### src/rtl/hub_pkg.sv
package hub_pkg;
    // register selects
    localparam logic [2:0] SEL_CTRL  = 3'd0;
    localparam logic [2:0] SEL_WDOG  = 3'd1;
    localparam logic [2:0] SEL_FLAGS = 3'd2;
    localparam logic [2:0] SEL_ASEC  = 3'd3;
    localparam logic [2:0] SEL_AMIN  = 3'd4;
    localparam logic [2:0] SEL_AHOUR = 3'd5;
    localparam logic [2:0] SEL_ADAY  = 3'd6;
    localparam logic [2:0] SEL_AMODE = 3'd7;

    // source indices in the flag and enable vectors
    localparam int SRC_ALM = 0;
    localparam int SRC_WDT = 1;
    localparam int SRC_PWR = 2;
    localparam int NSRC    = 3;

    // control register bit positions
    localparam int CB_PP    = 3;
    localparam int CB_PULSE = 4;
    localparam int CTRL_W   = 5;

    typedef enum logic [2:0] {
        AM_ONCE = 3'd0,
        AM_SEC  = 3'd1,
        AM_MIN  = 3'd2,
        AM_HOUR = 3'd3,
        AM_DAY  = 3'd4
    } alm_mode_e;
endpackage

### src/rtl/irq_alarm_match.sv
module irq_alarm_match
    import hub_pkg::*;
#(
    parameter int FIELD_W = 6
) (
    input  logic               clk,
    input  logic               rst_n,
    input  logic               tick,
    input  logic [FIELD_W-1:0] cur_sec,
    input  logic [FIELD_W-1:0] cur_min,
    input  logic [FIELD_W-1:0] cur_hour,
    input  logic [FIELD_W-1:0] cur_day,
    input  logic [FIELD_W-1:0] set_sec,
    input  logic [FIELD_W-1:0] set_min,
    input  logic [FIELD_W-1:0] set_hour,
    input  logic [FIELD_W-1:0] set_day,
    input  logic [2:0]         mode,
    input  logic               rearm,
    output logic               hit
);
    localparam int NFIELD = 4;

    typedef struct packed {
        logic armed;
    } alm_state_t;

    alm_state_t st_d, st_q;
    logic [NFIELD-1:0] eq;
    logic [NFIELD-1:0] mask;
    logic              mode_ok;

    logic [FIELD_W-1:0] cur_f [NFIELD];
    logic [FIELD_W-1:0] set_f [NFIELD];

    assign cur_f[0] = cur_sec;
    assign cur_f[1] = cur_min;
    assign cur_f[2] = cur_hour;
    assign cur_f[3] = cur_day;
    assign set_f[0] = set_sec;
    assign set_f[1] = set_min;
    assign set_f[2] = set_hour;
    assign set_f[3] = set_day;

    for (genvar g = 0; g < NFIELD; g++) begin : g_cmp
        assign eq[g] = (cur_f[g] == set_f[g]);
    end

    always_comb begin
        mode_ok = 1'b1;
        case (mode)
            AM_SEC:  mask = 4'b0001;
            AM_MIN:  mask = 4'b0011;
            AM_HOUR: mask = 4'b0111;
            AM_DAY:  mask = 4'b1111;
            AM_ONCE: mask = 4'b1111;
            default: begin
                mask    = 4'b0000;
                mode_ok = 1'b0;
            end
        endcase
    end

    always_comb begin
        st_d = st_q;
        hit  = tick && st_q.armed && mode_ok && (&(eq | ~mask));
        if (hit && (mode == AM_ONCE)) begin
            st_d.armed = 1'b0;
        end
        if (rearm) begin
            st_d.armed = 1'b1;
        end
    end

    always_ff @(posedge clk or negedge rst_n) begin
        if (!rst_n) st_q <= '0;
        else        st_q <= st_d;
    end
endmodule

### src/rtl/irq_wdog_timer.sv
module irq_wdog_timer #(
    parameter int WD_W = 7
) (
    input  logic            clk,
    input  logic            rst_n,
    input  logic            tick,
    input  logic [WD_W-1:0] load,
    input  logic            reload,
    output logic            expire
);
    typedef struct packed {
        logic [WD_W-1:0] cnt;
    } wd_state_t;

    wd_state_t st_d, st_q;
    logic      running;

    assign running = (load != '0);

    always_comb begin
        st_d   = st_q;
        expire = 1'b0;
        if (reload) begin
            st_d.cnt = load;
        end else if (tick && running) begin
            if (st_q.cnt <= WD_W'(1)) begin
                expire   = 1'b1;
                st_d.cnt = load;
            end else begin
                st_d.cnt = st_q.cnt - 1'b1;
            end
        end
    end

    always_ff @(posedge clk or negedge rst_n) begin
        if (!rst_n) st_q <= '0;
        else        st_q <= st_d;
    end
endmodule

### src/rtl/irq_out_shaper.sv
module irq_out_shaper #(
    parameter int NS      = 3,
    parameter int PULSE_W = 4
) (
    input  logic          clk,
    input  logic          rst_n,
    input  logic [NS-1:0] flags,
    input  logic [NS-1:0] events,
    input  logic [NS-1:0] enables,
    input  logic          pulse_mode,
    input  logic          push_pull,
    output logic          irq_o,
    output logic          irq_oe
);
    localparam int CW = $clog2(PULSE_W + 1);

    typedef struct packed {
        logic [CW-1:0] pcnt;
    } sh_state_t;

    sh_state_t st_d, st_q;
    logic      active;
    logic      new_evt;

    assign new_evt = |(events & enables);

    always_comb begin
        st_d = st_q;
        if (new_evt) begin
            st_d.pcnt = CW'(PULSE_W);
        end else if (st_q.pcnt != '0) begin
            st_d.pcnt = st_q.pcnt - 1'b1;
        end
    end

    always_ff @(posedge clk or negedge rst_n) begin
        if (!rst_n) st_q <= '0;
        else        st_q <= st_d;
    end

    assign active = pulse_mode ? (st_q.pcnt != '0) : (|(flags & enables));

    always_comb begin
        if (push_pull) begin
            irq_o  = active;
            irq_oe = 1'b1;
        end else begin
            irq_o  = ~active;
            irq_oe = active;
        end
    end
endmodule

### src/rtl/event_irq_hub.sv
module event_irq_hub
    import hub_pkg::*;
#(
    parameter int FIELD_W = 6,
    parameter int WD_W    = 7,
    parameter int PULSE_W = 4,
    parameter int DATA_W  = 8
) (
    input  logic               clk,
    input  logic               rst_n,
    input  logic               wr_en,
    input  logic [2:0]         wr_sel,
    input  logic [DATA_W-1:0]  wr_data,
    input  logic               rd_en,
    input  logic [2:0]         rd_sel,
    output logic [DATA_W-1:0]  rd_data,
    input  logic               tick_sec,
    input  logic               tick_wd,
    input  logic [FIELD_W-1:0] cur_sec,
    input  logic [FIELD_W-1:0] cur_min,
    input  logic [FIELD_W-1:0] cur_hour,
    input  logic [FIELD_W-1:0] cur_day,
    input  logic               pfail_in,
    output logic               irq_o,
    output logic               irq_oe
);
    localparam int MODE_W = 3;

    typedef struct packed {
        logic [CTRL_W-1:0]  ctrl;
        logic [WD_W-1:0]    wd_load;
        logic               wd_strobe;
        logic [NSRC-1:0]    flags;
        logic [FIELD_W-1:0] a_sec;
        logic [FIELD_W-1:0] a_min;
        logic [FIELD_W-1:0] a_hour;
        logic [FIELD_W-1:0] a_day;
        logic [MODE_W-1:0]  a_mode;
        logic               pf_q;
        logic [DATA_W-1:0]  rd_data;
    } hub_regs_t;

    hub_regs_t r_d, r_q;

    logic            alm_hit;
    logic            wd_expire;
    logic            pf_rise;
    logic            flag_rd;
    logic [NSRC-1:0] evt_vec;
    logic [NSRC-1:0] ie_vec;
    logic            ctl_pp;
    logic            ctl_pulse;
    logic            strobe_q;
    logic [NSRC-1:0] flags_q;
    logic [WD_W-1:0] wd_load_q;

    assign pf_rise   = pfail_in && !r_q.pf_q;
    assign flag_rd   = rd_en && (rd_sel == SEL_FLAGS);
    assign ie_vec    = r_q.ctrl[NSRC-1:0];
    assign ctl_pp    = r_q.ctrl[CB_PP];
    assign ctl_pulse = r_q.ctrl[CB_PULSE];
    assign strobe_q  = r_q.wd_strobe;
    assign flags_q   = r_q.flags;
    assign wd_load_q = r_q.wd_load;

    always_comb begin
        evt_vec          = '0;
        evt_vec[SRC_ALM] = alm_hit;
        evt_vec[SRC_WDT] = wd_expire;
        evt_vec[SRC_PWR] = pf_rise;
    end

    irq_alarm_match #(.FIELD_W(FIELD_W)) u_alarm (
        .clk      (clk),
        .rst_n    (rst_n),
        .tick     (tick_sec),
        .cur_sec  (cur_sec),
        .cur_min  (cur_min),
        .cur_hour (cur_hour),
        .cur_day  (cur_day),
        .set_sec  (r_q.a_sec),
        .set_min  (r_q.a_min),
        .set_hour (r_q.a_hour),
        .set_day  (r_q.a_day),
        .mode     (r_q.a_mode),
        .rearm    (wr_en && (wr_sel == SEL_AMODE)),
        .hit      (alm_hit)
    );

    irq_wdog_timer #(.WD_W(WD_W)) u_wdog (
        .clk    (clk),
        .rst_n  (rst_n),
        .tick   (tick_wd),
        .load   (r_q.wd_load),
        .reload (r_q.wd_strobe),
        .expire (wd_expire)
    );

    irq_out_shaper #(.NS(NSRC), .PULSE_W(PULSE_W)) u_shape (
        .clk        (clk),
        .rst_n      (rst_n),
        .flags      (r_q.flags),
        .events     (evt_vec),
        .enables    (ie_vec),
        .pulse_mode (ctl_pulse),
        .push_pull  (ctl_pp),
        .irq_o      (irq_o),
        .irq_oe     (irq_oe)
    );

    always_comb begin
        r_d           = r_q;
        r_d.pf_q      = pfail_in;
        r_d.wd_strobe = 1'b0;

        if (wr_en) begin
            case (wr_sel)
                SEL_CTRL:  r_d.ctrl = wr_data[CTRL_W-1:0];
                SEL_WDOG: begin
                    r_d.wd_load   = wr_data[WD_W-1:0];
                    r_d.wd_strobe = wr_data[DATA_W-1];
                end
                SEL_ASEC:  r_d.a_sec  = wr_data[FIELD_W-1:0];
                SEL_AMIN:  r_d.a_min  = wr_data[FIELD_W-1:0];
                SEL_AHOUR: r_d.a_hour = wr_data[FIELD_W-1:0];
                SEL_ADAY:  r_d.a_day  = wr_data[FIELD_W-1:0];
                SEL_AMODE: r_d.a_mode = wr_data[MODE_W-1:0];
                default: ;
            endcase
        end

        r_d.flags = (flag_rd ? '0 : r_q.flags) | evt_vec;

        if (rd_en) begin
            r_d.rd_data = '0;
            case (rd_sel)
                SEL_CTRL:  r_d.rd_data[CTRL_W-1:0] = r_q.ctrl;
                SEL_WDOG: begin
                    r_d.rd_data[WD_W-1:0]   = r_q.wd_load;
                    r_d.rd_data[DATA_W-1]   = r_q.wd_strobe;
                end
                SEL_FLAGS: r_d.rd_data[NSRC-1:0]    = r_q.flags;
                SEL_ASEC:  r_d.rd_data[FIELD_W-1:0] = r_q.a_sec;
                SEL_AMIN:  r_d.rd_data[FIELD_W-1:0] = r_q.a_min;
                SEL_AHOUR: r_d.rd_data[FIELD_W-1:0] = r_q.a_hour;
                SEL_ADAY:  r_d.rd_data[FIELD_W-1:0] = r_q.a_day;
                default:   r_d.rd_data[MODE_W-1:0]  = r_q.a_mode;
            endcase
        end
    end

    always_ff @(posedge clk or negedge rst_n) begin
        if (!rst_n) r_q <= '0;
        else        r_q <= r_d;
    end

    assign rd_data = r_q.rd_data;
endmodule

### config.mk
export PLATFORM = sky130hd
export DESIGN_NAME = event_irq_hub
export DESIGN_NICKNAME = d
export VERILOG_FILES = /design/src/rtl/hub_pkg.sv /design/src/rtl/irq_alarm_match.sv /design/src/rtl/irq_wdog_timer.sv /design/src/rtl/irq_out_shaper.sv /design/src/rtl/event_irq_hub.sv
export SDC_FILE = /design/constraint.sdc
export NUM_CORES = 1
export LEC_CHECK = 0
export ABC_CLOCK_PERIOD_IN_PS = 1800
export BUFFER_PORTS_ARGS = -buffer_cell sky130_fd_sc_hd__buf_2
export CORE_MARGIN = 1.5
export CORE_UTILIZATION = 50
export CTS_CLUSTER_DIAMETER = 150
export DETAILED_ROUTE_END_ITERATION = 7
export PLACE_DENSITY = 0.74
export SLEW_MARGIN = 10
export SYNTH_ARGS = -nofsm -noshare
export SYNTH_HDL_FRONTEND = slang
export SYNTH_SLANG_ARGS = --single-unit
### constraint.sdc
create_clock -name clk -period 1.8 [get_ports clk]
set_input_delay 0.09 -clock clk [delete_from_list [all_inputs] [get_ports clk]]
set_output_delay 0.09 -clock clk [all_outputs]
set_load 0.05 [all_outputs]
==> run summary <==
Outcome - complete, but fails checks
Failing checks - setup timing
CTS tree - yes
Drt total wl - 9320 um
HP Start - wr_data[3]
Synth cell types - 58
Highest Clock Rate - 512 MHz
Clk Latency, worst-skew pair - 350 ps
Vias - 2970
DRC errors left - 0
Most common cell after layout, fill and taps aside - dfrtp_1
Mean Syn Cell Area - 10.6 um2
Worst r2r path cells - 5
Final Max Slew Viols - 0
Clock Sinks - 63
Unrepaired setup endpoints after global routing - yes
DIE AREA - 7580 um2
Ant. Diodes - 0
Ys Warns - 0
Crit path max fanout - 8
Area growth, synth to finish - 27.6%
Hold WC Path Type - in2reg
Layout cells sized above 1 - 0.416
Standby leakage power - 2.02 nW
Critical Path AT - 2190 ps
CP max stage cell - or4_4
Largest net degree at the start of global routing - 44
Total I/O pin count - 55
Synth Area in Compound Gates - 0.140
Crit path max-delay family - compound AO/OA/AOI/OAI gates
FILL cells - 531
Clock slew at reported path FFs - 70 ps
Sequential share of the synthesized area - 0.446
CP endpoint kind - flop
Root buffer cell - clkbuf_8
M3 GR Usage - 0.0436
WL per Instance - 18.0 um
Antenna-violating nets left - 0
Max H-tree Level - 3
Period utilization - 1.09
Routability Congestion - 0.878
Prevailing post-synth register cell - dfrtp_1
Critical path class - reg2reg
Kind of start point of the critical path - flop
Met1 usage - 0.359
Fraction of registers with async set/reset - 1.00
Post-Synth XOR/XNOR Area - 0.0619
First-pass GRT wire length - 14600 um
R2r endpoint - u_shape.st_q[2]
Worst-path cell chain - or4_4, o41a_4, a41oi_4, nand2_1, a21o_1
Worst-Margin Slew - 528 ps
Synth area leaders - dfrtp_1, mux2_2, xor2_1
Fin. Hold Viols - 0
Iter 0 DRT Violations - 265
Max cap viols - 0
I/O Buffers - 54
GRT Max-Usage Layer - met2
Most frequent cells in the layout - dfrtp_1, buf_2, mux2_2, buf_4, nand2_1
WP buf/inv - 0
Area occupied by multi-input gates - 1900 um2
Initial core utilization - 0.517
Bufs on Longest Clock Path - 2
Die width - 87.1 um
CP peak stage delay - 560 ps
VDD IR-drop max - 0.508 mV
Internal reg-to-reg setup slack - -150 ps
Initial antenna violation count - 0
Mapped Nets - 385
#FFs+latches synth - 63
Vias per cell - 5.74
Relative slew slack - 0.647
Yosys top cell area share - 0.446
Final setup TNS - -785 ps
Final #Nets - 466
Cell Area, Synth - 3530 um2
CTS Buf Count - 9
Endpoints failing setup - 11
Post-Synthesis Cells - 335
Post-synthesis adder-cell area fraction - 0.0177
Grt total ovfl - 0
Router iterations before antenna repair - 6
Power per cell area - 1280 nW/um2
Final HPWL DP - 6400 um
Die Ht - 87.1 um
Cell taking the most area after synthesis - dfrtp_1
Register area - 1580 um2
Core area - 6830 um2
Post-synthesis mux area share - 0.156
Post-Synth Simple-Gate Area - 0.129
Vias in the first global route - 2823
Hold Path Sink - ctl_pp
Gr usage total - 0.260
Final worst slack - -154 ps
Largest family of logic cells by synthesized area - multiplexers
Setup Skew - 8.19 ps
Hold Path Cell Cnt - 3
M2 GR Usage - 0.403
Period minus WS final - 1950 ps
Post-synth EDFFs - 0
FF-to-FF Start - wd_load_q[2]
Row count - 30
Critical Path RT - 2030 ps
Setup Slack @ Placement - -93.5 ps
per-stage QoR:
step	power, mW	hold WS (ps)	utilization	cell area (um2)	instances
floorplan	3.23	-206	-	3530	335
global placement	3.70	90.9	0.582	3980	484
detailed placement	3.77	86.3	0.582	3980	484
CTS	5.55	35.7	0.642	4380	507
global route	6.05	50.1	0.660	4510	517
finish	5.76	46.6	0.660	4510	517
area by class of cell:
type                    instances  area share
multi-input cells             235       0.421
well taps                      96      0.0266
inverters                      15      0.0125
clock inverters                 5      0.0230
flip-flops and latches         63       0.350
clock buffers                  11      0.0336
repair buffers                 92       0.134
cells by family (layout without fill, tap and decap cells):
logic type / count (synthesis) / count (layout)
AO/OA/AOI/OAI: 66 / 66
XOR/XNOR: 25 / 25
adder cells (fa/ha/maj): 5 / 5
buffers and inverters: 37 / 123
flip-flops: 63 / 63
multiplexers: 49 / 49
AND/OR/NAND/NOR: 90 / 90
power breakdown:
part           total, mW  leakage [nW]  switching (mW)  internal [mW]
Sequential          2.14         0.760           0.374           1.76
Clock               1.56         0.130           0.565          0.995
Combinational       2.06          1.13            1.03           1.03
cell usage after synthesis (all sizes together), types with 3 or more instances:
library cell	number
dfrtp	63
mux2	40
nand2	26
nor2	24
xor2	19
a21oi	17
o21ai	16
inv	15
clkbuf	12
buf	10
mux2i	8
nor3	8
xnor2	6
ha	5
a31oi	4
nand3	4
nor2b	4
nor4	4
nand4	3
nand4b	3
nor3b	3
o32a	3
how the worst max path moves through the flow:
| stage | end | slack, ps | start | cells after the start |
|---|---|---|---|---|
| CTS | u_shape.st_q[2] | -130 | wd_load_q[2] | 5 |
| floorplan | u_shape.st_q[2] | -40 | wd_load_q[2] | 5 |
| detailed placement | u_wdog.st_q[6] | -90 | wd_load_q[2] | 5 |
| global placement | u_shape.st_q[2] | -60 | wd_load_q[2] | 5 |
| global route | u_shape.st_q[2] | -190 | wd_load_q[2] | 5 |
| finish | u_shape.st_q[2] | -150 | wd_load_q[2] | 5 |
sequential cells by signal (all words and copies together), names as in the netlist, 3 cells and up:
name and count:
u_shape.st_q 3, r_q 28, flags_q 3, u_wdog.st_q 7
rd_data 8, ie_vec 3, wd_load_q 7
what timing repair did:
| action | in CTS | in global routing |
|---|---|---|
| setup buffers | 3 | 10 |
| hold endpoints to repair | 23 | 0 |
| pin swaps | 3 | 14 |
| hold buffers | 4 | 0 |
| resized for setup | 23 | 15 |
| setup endpoints to repair | 13 | 14 |
worst register-to-register path, cell delays in order, from the launching register on:
cell and delay, ps:
dfrtp_1 380, or4_4 560, o41a_4 440, a41oi_4 210, nand2_1 90, a21o_1 160
layer usage:
layer  up-vias  share of wire
met2       128           0.48
met4         0          0.024
li1       1361              -
met5         -              0
met3        18          0.057
met1      1463           0.44
Note: power is estimated with default switching activity, not from simulation.
